File: config.mk
export PLATFORM = sky130hd
export DESIGN_NAME = pwr_path_sel
export DESIGN_NICKNAME = d
export VERILOG_FILES = /design/src/rtl/pwr_path_sel.sv
export SDC_FILE = /design/constraint.sdc
export NUM_CORES = 1
export LEC_CHECK = 0
export CAP_MARGIN = 20
export CORE_MARGIN = 1.5
export CORE_UTILIZATION = 54
export DETAILED_ROUTE_END_ITERATION = 6
export DONT_BUFFER_PORTS = 1
export PLACE_DENSITY_LB_ADDON = 0.2
export SLEW_MARGIN = 20
export SYNTH_ARGS = -nofsm -noshare
export SYNTH_HDL_FRONTEND = slang
export SYNTH_SLANG_ARGS = --single-unit
File: constraint.sdc
create_clock -name clk -period 1.6 [get_ports clk]
set_clock_uncertainty 0.2 [all_clocks]
set_input_delay 0.08 -clock clk [delete_from_list [all_inputs] [get_ports clk]]
set_output_delay 0.08 -clock clk [all_outputs]
set_load 0.1 [all_outputs]
File: src/rtl/pwr_path_sel.sv
module pwr_path_sel #(
  parameter int RISE_CYC      = 64,
  parameter int FALL_CYC      = 8,
  parameter int GOOD_FALL_CYC = 10,
  parameter int DEAD_CYC      = 5
) (
  input  logic clk,
  input  logic rst_n,
  input  logic adp_det,
  input  logic in_ovp,
  input  logic pwr_trip,
  input  logic uv_lock,
  input  logic low_bat,
  input  logic learn,
  output logic adp_en_n,
  output logic bat_en_n,
  output logic chg_ok,
  output logic adp_good_n
);
  localparam int CMAX = (RISE_CYC > FALL_CYC) ?
                        ((RISE_CYC > GOOD_FALL_CYC) ? RISE_CYC : GOOD_FALL_CYC) :
                        ((FALL_CYC > GOOD_FALL_CYC) ? FALL_CYC : GOOD_FALL_CYC);
  localparam int CW = $clog2(CMAX + 1);
  localparam int DW = $clog2(DEAD_CYC + 1);
  localparam logic [CW-1:0] C_MAX  = CW'(CMAX);
  localparam logic [CW-1:0] C_RISE = CW'(RISE_CYC - 1);
  localparam logic [CW-1:0] C_FALL = CW'(FALL_CYC - 1);
  localparam logic [CW-1:0] C_GOOD = CW'(GOOD_FALL_CYC - 1);
  localparam logic [DW-1:0] D_LAST = DW'(DEAD_CYC - 1);

  typedef enum logic [1:0] {ON_BAT, IN_DEAD, ON_ADP} path_t;

  logic          det_s, adp_q, good, trip_lat, want_adp;
  logic [CW-1:0] run_cnt;
  logic [DW-1:0] dead_cnt;
  path_t         st;

  always_ff @(posedge clk or negedge rst_n) begin
    if (!rst_n) begin
      det_s   <= 1'b0;
      run_cnt <= '0;
      adp_q   <= 1'b0;
      good    <= 1'b0;
    end else begin
      det_s <= adp_det;
      if (uv_lock || adp_det != det_s) run_cnt <= '0;
      else if (run_cnt != C_MAX)       run_cnt <= run_cnt + 1'b1;
      if (uv_lock) begin
        adp_q <= 1'b0;
        good  <= 1'b0;
      end else if (det_s && run_cnt == C_RISE) begin
        adp_q <= 1'b1;
        good  <= 1'b1;
      end else begin
        if (!det_s && run_cnt == C_FALL) adp_q <= 1'b0;
        if (!det_s && run_cnt == C_GOOD) good  <= 1'b0;
      end
    end
  end

  always_ff @(posedge clk or negedge rst_n) begin
    if (!rst_n)                  trip_lat <= 1'b0;
    else if (!adp_det || uv_lock) trip_lat <= 1'b0;
    else if (pwr_trip)            trip_lat <= 1'b1;
  end

  assign want_adp = adp_q && !in_ovp && !trip_lat && (!learn || low_bat);

  always_ff @(posedge clk or negedge rst_n) begin
    if (!rst_n) begin
      st       <= ON_BAT;
      dead_cnt <= '0;
    end else begin
      case (st)
        ON_BAT: if (want_adp) begin
          st       <= IN_DEAD;
          dead_cnt <= '0;
        end
        ON_ADP: if (!want_adp) begin
          st       <= IN_DEAD;
          dead_cnt <= '0;
        end
        default: begin
          if (dead_cnt == D_LAST) st <= want_adp ? ON_ADP : ON_BAT;
          else                    dead_cnt <= dead_cnt + 1'b1;
        end
      endcase
    end
  end

  assign adp_en_n   = !(st == ON_ADP && !in_ovp && !trip_lat);
  assign bat_en_n   = !(st == ON_BAT);
  assign chg_ok     = !adp_en_n;
  assign adp_good_n = !good;


  never_both_on_chk: assert property (@(posedge clk) disable iff (!rst_n)
    !(!adp_en_n && !bat_en_n));

  bat_after_gap_chk: assert property (@(posedge clk) disable iff (!rst_n)
    $fell(bat_en_n) |-> $past(adp_en_n));

  adp_after_gap_chk: assert property (@(posedge clk) disable iff (!rst_n)
    $fell(adp_en_n) |-> $past(bat_en_n));

  ovp_cut_chk: assert property (@(posedge clk) disable iff (!rst_n)
    in_ovp |-> (adp_en_n && !chg_ok));

  trip_hold_chk: assert property (@(posedge clk) disable iff (!rst_n)
    (trip_lat && adp_det && !uv_lock) |=> adp_en_n);

  dead_bound_chk: assert property (@(posedge clk) disable iff (!rst_n)
    (st == IN_DEAD) |-> (dead_cnt <= D_LAST));
endmodule

After elaboration in Yosys (flattened, before gate mapping)

Index checks and enable logic that the tools add are counted.

Word-level logic and storage cells: 65
Bits in registers: 16
Input port bits: 8
Output and inout port bits: 4

Equality and inequality tests: 10
Mux-type cells: 19
Add/sub/neg operators: 2
Reduce and logical (&&, ||, !) cells: 27

Operators with widths:

| operator                                       | count |
|---|---|
| two-way mux 7 bit                              | 2 |
| two-way mux 3 bit                              | 3 |
| nonzero test 3 bit                             | 3 |
| logical AND 1 bit                              | 8 |
| logical NOT 1 bit                              | 8 |
| two-way mux 1 bit                              | 8 |
| two-way mux 2 bit                              | 4 |
| adder 7 x 1 -> 7 bit (second input constant)   | 1 |
| == test 7 x 3 -> 1 bit (second input constant) | 1 |
| == test 7 x 4 -> 1 bit (second input constant) | 1 |
| == test 7 x 6 -> 1 bit (second input constant) | 1 |
| != test 7 bit (second input constant)          | 1 |
| case mux 3 bit (2 select lines)                | 1 |
| AND reduction 3 bit                            | 2 |
| != test 2 bit (second input constant)          | 2 |
| case mux 2 bit (2 select lines)                | 1 |
| nonzero test 2 bit                             | 2 |
| adder 3 x 1 -> 3 bit (second input constant)   | 1 |
| == test 3 bit (second input constant)          | 1 |
| logical OR 1 bit                               | 3 |
| != test 3 x 1 -> 1 bit (second input constant) | 1 |
| == test 2 bit (second input constant)          | 1 |
| logical NOT 2 bit                              | 1 |
| != test 1 bit                                  | 1 |

Depth between registers and ports, before layout

Gate-level depths: netlist of run 1.

Word-level depth: 7
Mapped depth: 5
Mapped depth without buffers: 5

Worst setup path before layout of run 1

OpenSTA, ideal clock, no wires.

Path type: register -> output
From: register st[0]
To: output port chg_ok
Slack: -0.670 ns
Path buffers: 0
Cell stages (with the launch flop): 4
Required time: 1.320 ns
Data arrival time: 1.990 ns
Cells stage by stage: dfrtp_1 nand2b_1 or3_1 inv_1

Cells in the longest elaborated chain, start to end: 3

Ends and longest elaborated chain:

| what                           | line | RTL |
|---|---|---|
| from (decl)                    | 36   | `path_t st;` |
| from (signal assigned)         | 84   | `if (dead_cnt == D_LAST) st <= want_adp ? ON_ADP : ON_BAT;` |
| == test 2 bit                  | 91   | `assign adp_en_n = !(st == ON_ADP && !in_ovp && !trip_lat);` |
| logical AND 1 bit (2 in a row) | 91   |  |
| to (decl)                      | 17   | `output logic chg_ok,` |

No other way between the ends.

Final worst setup path of run 1

Same ends and word-level chain as after synthesis.

==> results of run 1 <==
per-layer routing:
layer  vias to the layer above  track usage, %  share of wire (%)
li1                        404               -                  -
met1                       393           30.63                 46
met2                        31           34.12                 46
met3                         6           4.898                5.3
met4                         0           7.273                1.9
met5                         -               0                  0
cell families (layout without fill, tap and decap cells):
family,after synthesis,count (layout),share of synthesized area [%]
buf+inv,8,32,3.279
fa+ha+maj,5,5,6.831
xor+xnor,4,4,3.826
simple gates,42,42,26.91
flops,16,16,43.72
compound gates,22,22,15.44
timing repair:
item / CTS / global route
cloned: 0 / 0
gates resized for setup: 7 / 12
endpoints found under the hold margin: 31 / 0
buffers inserted: 2 / 1
pin swaps: 0 / 6
endpoints found under the setup margin: 5 / 9
hold buffers: 7 / 0
layout by cell type, fill, tap and decap left out, types with 2 or more instances in the layout:
master	n
buf_4	12
xnor2_1	2
clkbuf_4	3
xor2_1	2
a21oi_2	4
a21oi_1	3
and3b_1	2
inv_2	2
or3_4	2
nor2_1	5
nand2_1	7
nand3_2	2
o21ai_0	4
buf_12	2
inv_1	4
nand4_1	2
ha_1	4
nand3_1	3
nand2b_1	2
o31ai_2	2
and3_1	5
nor3_1	2
dlygate4sd3_1	7
o211ai_1	2
dfrtp_1	15
power breakdown:
group          internal, mW  switching (mW)
clock network         0.139           0.128
registers             0.413          0.0114
logic                0.0426          0.0437
layout make-up:
class,instances,share of cell area [%]
Multi-Input combinational cell,73,45.00
Tap cell,16,1.600
Timing Repair Buffer,21,16.00
Sequential cell,16,32.10
Clock buffer,4,2.900
Inverter,7,2.400
worst max path at each step:
stage | cells past startpoint | startpoint | endpoint | slack (ps)
after floorplan | 3 | st[0]$_DFFE_PN0P_ | chg_ok | -60
after global placement | 4 | run_cnt[1]$_DFFE_PN0P_ | good$_DFFE_PN0P_ | 40
after detailed placement | 4 | run_cnt[1]$_DFFE_PN0P_ | good$_DFFE_PN0P_ | -20
after CTS | 4 | st[0]$_DFFE_PN0P_ | chg_ok | -110
after global routing | 4 | st[0]$_DFFE_PN0P_ | chg_ok | -150
final | 4 | st[0]$_DFFE_PN0P_ | chg_ok | -100
state kept, by name (all words and copies together) (netlist names):
name	count
dead_cnt	3
det_s	1
run_cnt	7
trip_lat	1
good	1
adp_q	1
st	2
stage by stage:
| step | cells | util (%) | power [mW] |
|---|---|---|---|
| 3_5_place_dp | 123 | 68.02 | 0.4805 |
| 5_1_grt | 137 | 81.17 | 0.8154 |
| 3_3_place_gp | 123 | 68.02 | 0.4777 |
| 2_1_floorplan | 97 | - | 0.4648 |
| 6_report | 137 | 81.17 | 0.7770 |
| 4_1_cts | 136 | 77.60 | 0.7759 |
tightest hold or removal path: cells and delay by family:
kind               cells  cell delay, ps
AOI/OAI and AO/OA      1             100
and+or+nand+nor        2             280
==> qor.txt, run 1 <==
clk slew on worst S/H paths - 90 ps
DRC viols - 0
Final Setup Violations - 4
Seq. cell area - 401.6 um^2
Crit. End Element - output pin
area of placed instances - 1049 um^2
Async SR Flop Fraction - 100.0%
Worst Min Path Start - low_bat
status - finished with violations
fillers - 88
gr ovfl total - 0
FP Rows - 14
clk buf depth - 2
CP Max Fanout - 2
worst hold slack - 20.13 ps
Critical Path Max Stage Delay - 390 ps
via count - 834
Worst slew margin - 52.46%
DRT iter0 DRCs - 19
Post-Syn Nets - 110
RR Startpoint - run_cnt[1]$_DFFE_PN0P_
post-route cell area - 1251 um^2
initial antenna violation count - 0
per-cell routed wire length - 15.39 um
# nets final - 135
total power divided by cell area - 621.0 nW/um^2
WP data arrival - 1420 ps
Synthesis Warnings - 0
largest net degree at the start of global routing - 17
worst-margin pin slew - 710.8 ps
Final Critical Period - 1700 ps
most common cell in the synthesized netlist - dfrtp_1
Final Slew Violations - 0
vias in the first global route - 725
CP delay by family, top - simple AND/OR/NAND/NOR gates
final WL - 2.109 mm
cells along the critical path - nand2b_4 -> or3_4 -> clkinvlp_4 -> buf_12
chip height - 44.19 um
P_leak - 0.5698 nW
first-pass GRT wire length - 3.139 mm
Max-cap violations - 0
fraction of layout cells with a size suffix above 1 - 33.06%
Netlist cell types - 33
worst slack, placed - -21.31 ps
RSZ-0062 raised after global routing - yes
Startpoint Class - flop
critical path type - reg2out
Top FF cell, synth - dfrtp_1
ANT nets after route - 0
Port Buffers - 0
synthesized area - 915.9 um^2
die area - 1952 um^2
IO Count - 12
Syn Inst Count - 97
r2r endpoint - good$_DFFE_PN0P_
CTS tree - done
Clock Latency Late Sink - 290 ps
Post-synth EDFFs - 0
top post-synthesis cells by area - dfrtp_1 (44%), ha_1 (6.8%), a21oi_1 (3.8%)
total negative slack - -200.7 ps
Hold Crit Depth - 3
dpl hpwl - 1.296 mm
Yosys top cell area share - 43.72%
max frequency - 0.5881 GHz
Fin. Hold Viols - 0
total CTS buffers - 3
drt via density - 6.088
register bit total from synthesis - 16
Worst R2R Path Depth - 5
crit path buf inv count - 2
Slowest-stage cell, CP - dfrtp_1
core area - 1541 um^2
CTS Sinks - 16
VDD IR max - 676.9 uV
htree depth - 1
worst setup margin - -100.4 ps
TritonRoute pass-1 iters - 4
top cell type by total area after synthesis - dfrtp_1
Total GRT Usage - 22.02%
Synth top cells by count - dfrtp_1 (16), nand2_1 (8), a21oi_1 (7), inv_1 (7), nor2_1 (6)
Hold/Removal Path Class - in2reg
WP data required - 1320 ps
failing checks - setup timing
Seq/Total Area, Yosys - 43.72%
Area growth, synth to finish - 36.61%
flop-to-flop setup slack - -10 ps
WHS Endpoint - dead_cnt[0]$_DFFE_PN0P_
diodes inserted - 0
Final period util - 106.3%
CTS Root Cell - clkbuf_4
area of the multi-input gates - 563.0 um^2
Die Span X - 44.19 um
starting density of the core - 59.42%
synthesized area per cell - 9.442 um^2
gp weighted congestion - 0.8455
(Power assumes the default switching activity.)
==> inputs of run 2 (changes only) <==
--- a/config.mk
+++ b/config.mk
@@ -10,6 +10,7 @@
 export CORE_UTILIZATION = 54
 export DETAILED_ROUTE_END_ITERATION = 6
 export DONT_BUFFER_PORTS = 1
+export MAX_ROUTING_LAYER = met4
 export PLACE_DENSITY_LB_ADDON = 0.2
 export SLEW_MARGIN = 20
 export SYNTH_ARGS = -nofsm -noshare
==> run 2 against run 1 <==
The flow still finishes with violations (setup timing). Critical path type unchanged. Largest cell class unchanged. Flip-flop and latch count is the same. Critical endpoint unchanged. Clock-buffer cell count is the same. Combinational power grew 0.5%. Largest power group unchanged.
==> qor.txt, run 2 (same netlist as run 1, synthesis figures left out) <==
status - finished with violations
failing checks - setup timing
crit path buf inv count - 2 (unchanged)
most frequent cells in the layout - dfrtp_1 (15), buf_4 (12), nand2_1 (7), dlygate4sd3_1 (7)
Slowest-stage cell, CP - dfrtp_1
Critical Path Max Stage Delay - 390 ps (about the same)
clk slew on worst S/H paths - 90 ps (about the same)
fraction of layout cells with a size suffix above 1 - 33.06% (unchanged)
ANT nets after route - 0 (unchanged)
gp weighted congestion - 0.8587 (+1.6%)
flop-to-flop setup slack - -10 ps (about the same)
CP delay by family, top - simple AND/OR/NAND/NOR gates
Hold Crit Depth - 3 (unchanged)
Final Non-Filler Cells - 137 (unchanged)
initial antenna violation count - 0 (unchanged)
worst hold slack - 21.96 ps (+1.829 ps)
starting density of the core - 59.42% (unchanged)
sw power - 183.1 uW (about the same)
gr ovfl total - 0 (unchanged)
instance count on the critical path - 4 (unchanged)
Final Critical Period - 1699 ps (-1.774 ps)
DRT iter0 DRCs - 23 (+4)
clock power share - 34.3% (about the same)
total power - 777.0 uW (about the same)
max frequency - 0.5887 GHz (+0.10%)
combinational share of power - 11.1% (about the same)
internal power - 594.0 uW (about the same)
die area - 1952 um^2 (unchanged)
Total GRT Usage - 22.97% (+0.95 points)
WP data required - 1320 ps (about the same)
dpl hpwl - 1.296 mm (unchanged)
Final period util - 106.2% (-0.11 points)
Final Setup Violations - 4 (unchanged)
TritonRoute pass-1 iters - 4 (unchanged)
placed insts - 123 (unchanged)
first-pass GRT wire length - 3.146 mm (+0.22%)
Worst R2R Path Depth - 5 (unchanged)
Clock Latency Late Sink - 290 ps (about the same)
r2r endpoint - good$_DFFE_PN0P_
clk buf depth - 2 (unchanged)
CP endpoint - chg_ok
RSZ-0062 raised after global routing - yes
htree depth - 1 (unchanged)
DRC viols - 0 (unchanged)
Area growth, synth to finish - 36.61% (unchanged)
CTS Sinks - 16 (unchanged)
RR Startpoint - run_cnt[1]$_DFFE_PN0P_
Reg with most FFs - run_cnt
Sw Ratio - 23.56% (about the same)
sequential power share - 54.6% (about the same)
Hold/Removal Path Class - in2reg
per-cell routed wire length - 15.43 um (+0.24%)
Max-cap violations - 0 (unchanged)
Critical Path Start - st[0]$_DFFE_PN0P_
via count - 842 (+0.96%)
Startpoint Class - flop
FP Rows - 14 (unchanged)
worst-margin pin slew - 709.2 ps (-1.642 ps)
Crit. End Element - output pin
total power divided by cell area - 621.0 nW/um^2 (about the same)
cells along the critical path - nand2b_4 -> or3_4 -> clkinvlp_4 -> buf_12
IO Count - 12 (unchanged)
critical path type - reg2out
diodes inserted - 0 (unchanged)
Fin. Hold Viols - 0 (unchanged)
core area - 1541 um^2 (unchanged)
max FFs per register - 7 (unchanged)
Port Buffers - 0 (unchanged)
top flop regs - run_cnt: 7 flops, dead_cnt: 3 flops, st: 2 flops
Die Span X - 44.19 um (unchanged)
commonest non-fill, non-tap cell in the layout - dfrtp_1
largest net degree at the start of global routing - 17 (unchanged)
# nets final - 135 (unchanged)
CTS Root Cell - clkbuf_4
Worst slew margin - 52.57% (+0.11 points)
chip height - 44.19 um (unchanged)
worst setup margin - -98.59 ps (+1.774 ps)
drt via density - 6.146 (+0.96%)
VDD IR max - 676.6 uV (about the same)
P_leak - 0.5698 nW (unchanged)
Final Slew Violations - 0 (unchanged)
total CTS buffers - 3 (unchanged)
vias in the first global route - 718 (-0.97%)
final WL - 2.114 mm (+0.24%)
WP data arrival - 1420 ps (about the same)
CTS tree - done
CP Max Fanout - 2 (unchanged)
==> run 2: cell counts in the layout (fill, tap and decap cells not counted) <==
Identical to the previous run, type by type.
==> run 2: routing by layer <==
layer / GRT usage [%] / wire length, um
met5: - / 0
met3: 6.122 / 119
met4: 7.273 / 33
met1: 30.63 / 977
met2: 34.12 / 983
==> run 2: worst reg2reg max path, stage by stage, from the launching register on <==
cell and delay (ps):
dfrtp_1 360, buf_4 120, ha_4 150, nand2_4 60, or4b_4 510, a21oi_2 150
==> run 2: worst min-delay path by stage <==
stage / startpoint / end / slack (ps)
after floorplan: rst_n / adp_q$_DFFE_PN0P_ / -420
after global placement: rst_n / dead_cnt[2]$_DFFE_PN0P_ / -420
after detailed placement: rst_n / st[0]$_DFFE_PN0P_ / -420
after CTS: low_bat / dead_cnt[0]$_DFFE_PN0P_ / 30
after global routing: low_bat / dead_cnt[1]$_DFFE_PN0P_ / 30
final: low_bat / dead_cnt[0]$_DFFE_PN0P_ / 20
==> run 2: timing repair <==
action / 4_1_cts / 5_1_grt
endpoints found under the hold margin: 31 / 0
hold buffers: 7 / 0
buffers inserted: 2 / 1
resized for setup: 7 / 12
pin swaps: 0 / 6
setup endpoints to repair: 5 / 9
gates cloned: 0 / 0
==> run 2: power by group through the flow <==
| stage | logic, mW | clock network (mW) | registers, mW |
|---|---|---|---|
| final | 0.0866 | 0.266 | 0.424 |
| after global routing | 0.0954 | 0.298 | 0.425 |
| after CTS | 0.0788 | 0.275 | 0.422 |
| after detailed placement | 0.0493 | 0 | 0.431 |
| after global placement | 0.0477 | 0 | 0.430 |
| after floorplan | 0.0357 | 0 | 0.429 |
==> run 2: area by class of cell <==
| type | instances | area, um^2 |
|---|---|---|
| Clock buffer | 4 | 36.28 |
| Multi-Input combinational cell | 73 | 563.0 |
| Inverter | 7 | 30.03 |
| Fill cell | 88 | 290.3 |
| Timing Repair Buffer | 21 | 200.2 |
| Sequential cell | 16 | 401.6 |
| Tap cell | 16 | 20.02 |
==> run 2: through the flow <==
step / util, % / TNS [ps] / cell area (um^2) / setup WS (ps)
2_1_floorplan: - / -64.64 / 924.6 / -64.64
5_1_grt: 81.17 / -478.4 / 1251 / -159.7
4_1_cts: 77.60 / -197.0 / 1196 / -105.7
6_report: 81.17 / -194.3 / 1251 / -98.59
3_5_place_dp: 68.02 / -21.31 / 1049 / -21.31
3_3_place_gp: 68.02 / 0 / 1049 / 44.24
==> inputs of run 3 (changes only) <==
--- a/config.mk
+++ b/config.mk
@@ -6,7 +6,7 @@
 export NUM_CORES = 1
 export LEC_CHECK = 0
 export CAP_MARGIN = 20
-export CORE_MARGIN = 1.5
+export CORE_MARGIN = 2
 export CORE_UTILIZATION = 54
 export DETAILED_ROUTE_END_ITERATION = 6
 export DONT_BUFFER_PORTS = 1
==> run 3 against run 2 <==
The flow still finishes with violations (setup timing). Combinational power decreased by 3.0%. Critical path depth unchanged. Core utilization increased by 0.32 points. Sequential power about the same. Die area increased by 4.6%. Wire length increased by 4.3%. Critical path type unchanged. Critical endpoint unchanged. Highest routed layer unchanged.
==> qor.txt, run 3 (same netlist as run 1, synthesis figures left out) <==
status - finished with violations
failing checks - setup timing
Fin. Hold Viols - 0 (unchanged)
Final Critical Period - 1734 ps (+35.55 ps)
CTS tree - done
total power divided by cell area - 621.8 nW/um^2 (+0.13%)
Max-cap violations - 0 (unchanged)
core area - 1541 um^2 (unchanged)
worst setup margin - -134.1 ps (-35.55 ps)
Worst slew margin - 52.17% (-0.40 points)
critical path type - reg2out
VDD IR max - 433.7 uV (-36%)
starting density of the core - 59.42% (unchanged)
per-cell routed wire length - 15.75 um (+2.1%)
gr ovfl total - 0 (unchanged)
Slowest-stage cell, CP - dfrtp_1
DRC viols - 0 (unchanged)
final WL - 2.205 mm (+4.3%)
Final Slew Violations - 0 (unchanged)
WP data arrival - 1450 ps (+30 ps)
TritonRoute pass-1 iters - 4 (unchanged)
max FFs per register - 7 (unchanged)
ANT nets after route - 0 (unchanged)
RR Startpoint - run_cnt[0]$_DFFE_PN0P_
RSZ-0062 raised after global routing - yes
Final period util - 108.4% (+2.2 points)
P_leak - 0.5864 nW (+2.9%)
total CTS buffers - 3 (unchanged)
# nets final - 138 (+2.2%)
cells along the critical path - nand2b_4 -> or3_4 -> clkinvlp_4 -> buf_12
vias in the first global route - 779 (+8.5%)
FP Rows - 14 (unchanged)
Clock Latency Late Sink - 290 ps (about the same)
Crit. End Element - output pin
chip height - 45.19 um (+2.3%)
CP Max Fanout - 2 (unchanged)
max frequency - 0.5767 GHz (-2.1%)
Port Buffers - 0 (unchanged)
IO Count - 12 (unchanged)
Reg with most FFs - run_cnt
top flop regs - run_cnt: 7 flops, dead_cnt: 3 flops, st: 2 flops
dpl hpwl - 1.317 mm (+1.6%)
Final Setup Violations - 5 (+1)
most frequent cells in the layout - buf_4 (16), dfrtp_1 (15), nand2_1 (7), dlygate4sd3_1 (6)
clk buf depth - 2 (unchanged)
clk slew on worst S/H paths - 100 ps (about the same)
Critical Path Start - st[0]$_DFFE_PN0P_
first-pass GRT wire length - 3.270 mm (+3.9%)
Area growth, synth to finish - 37.16%
fraction of layout cells with a size suffix above 1 - 34.68% (+1.6 points)
Die Span X - 45.19 um (+2.3%)
via count - 867 (+3.0%)
fin util - 81.49% (+0.32 points)
Hold/Removal Path Class - in2reg
crit path buf inv count - 2 (unchanged)
gp weighted congestion - 0.8438 (-1.7%)
largest net degree at the start of global routing - 17 (unchanged)
Worst Min Path Start - low_bat
worst-margin pin slew - 715.1 ps (+5.912 ps)
Startpoint Class - flop
Total GRT Usage - 22.79% (-0.17 points)
CP delay by family, top - simple AND/OR/NAND/NOR gates
die area - 2042 um^2 (+4.6%)
htree depth - 1 (unchanged)
drt via density - 6.193 (+0.76%)
total negative slack - -366.2 ps (-171.9 ps)
diodes inserted - 0 (unchanged)
fillers - 82 (-6.8%)
CTS Sinks - 16 (unchanged)
Critical Path Max Stage Delay - 410 ps (+20 ps)
commonest non-fill, non-tap cell in the layout - buf_4
initial antenna violation count - 0 (unchanged)
DRT iter0 DRCs - 29 (+26%)
WP data required - 1320 ps (about the same)
CTS Root Cell - clkbuf_4
run 3: cell count changes in the layout (fill, tap and decap cells not counted), sizes merged:
cell         delta
buf             +4
dlygate4sd3     -1
run 3: cell type report:
cell class | count | area [um^2] | area share (%)
multi-input cells | 73 | 548.0 | 43.63
flip-flops and latches | 16 | 401.6 | 31.97
repair buffers | 24 | 220.2 | 17.53
clock buffers | 4 | 36.28 | 2.888
inverters | 7 | 30.03 | 2.390
well taps | 16 | 20.02 | 1.594
run 3: routing by layer:
layer | vias up | part of all wire, % | global-route usage, %
met3 | 8 | 7.2 | 3.600
li1 | 404 | - | -
met2 | 38 | 48 | 32.00
met4 | 0 | 1.9 | 11.18
met5 | - | 0 | -
met1 | 417 | 43 | 31.74
run 3: report_power, final:
group          total [mW]  switching (mW)  internal [mW]
clock               0.273           0.135          0.139
combinational      0.0840          0.0438         0.0401
sequential          0.424          0.0110          0.413
run 3: per-stage QoR:
step / worst slack [ps] / hold WS [ps] / instance area [um^2] / std cells / power, mW
3_5_place_dp: 5.098 / -415.3 / 1049 / 123 / 0.4808
4_1_cts: -119.4 / 12.77 / 1175 / 135 / 0.7765
6_report: -134.1 / 14.41 / 1256 / 140 / 0.7811
2_1_floorplan: -64.64 / -415.6 / 924.6 / 97 / 0.4648
3_3_place_gp: 45.51 / -415.3 / 1049 / 123 / 0.4771
5_1_grt: -169.1 / 41.43 / 1256 / 140 / 0.8105
run 3: worst paths after layout:
check                               endpoint  slack, ps  cells after the start
setup / recovery                      chg_ok       -130                      4
hold / removal             st[1]$_DFFE_PN0P_         10                      3
setup reg to reg            good$_DFFE_PN0P_        -50                      4
hold reg to reg             good$_DFFE_PN0P_        360                      2
max in group asynchronous  st[1]$_DFFE_PN0P_        640                      1
min in group asynchronous  st[0]$_DFFE_PN0P_         70                      1
run 3: timing repair:
item	CTS	global route
endpoints found under the hold margin	31	0
setup buffers	2	5
hold buffers	6	0
pin swaps	1	3
setup endpoints to repair	5	9
resized for setup	4	13
run 3: worst register-to-register path: cells and delay by family, from the launching register on:
family,cells,cell delay [ps]
DFF,1,410
and+or+nand+nor,2,580
adders and majority gates,1,240
AOI/OAI and AO/OA,1,150
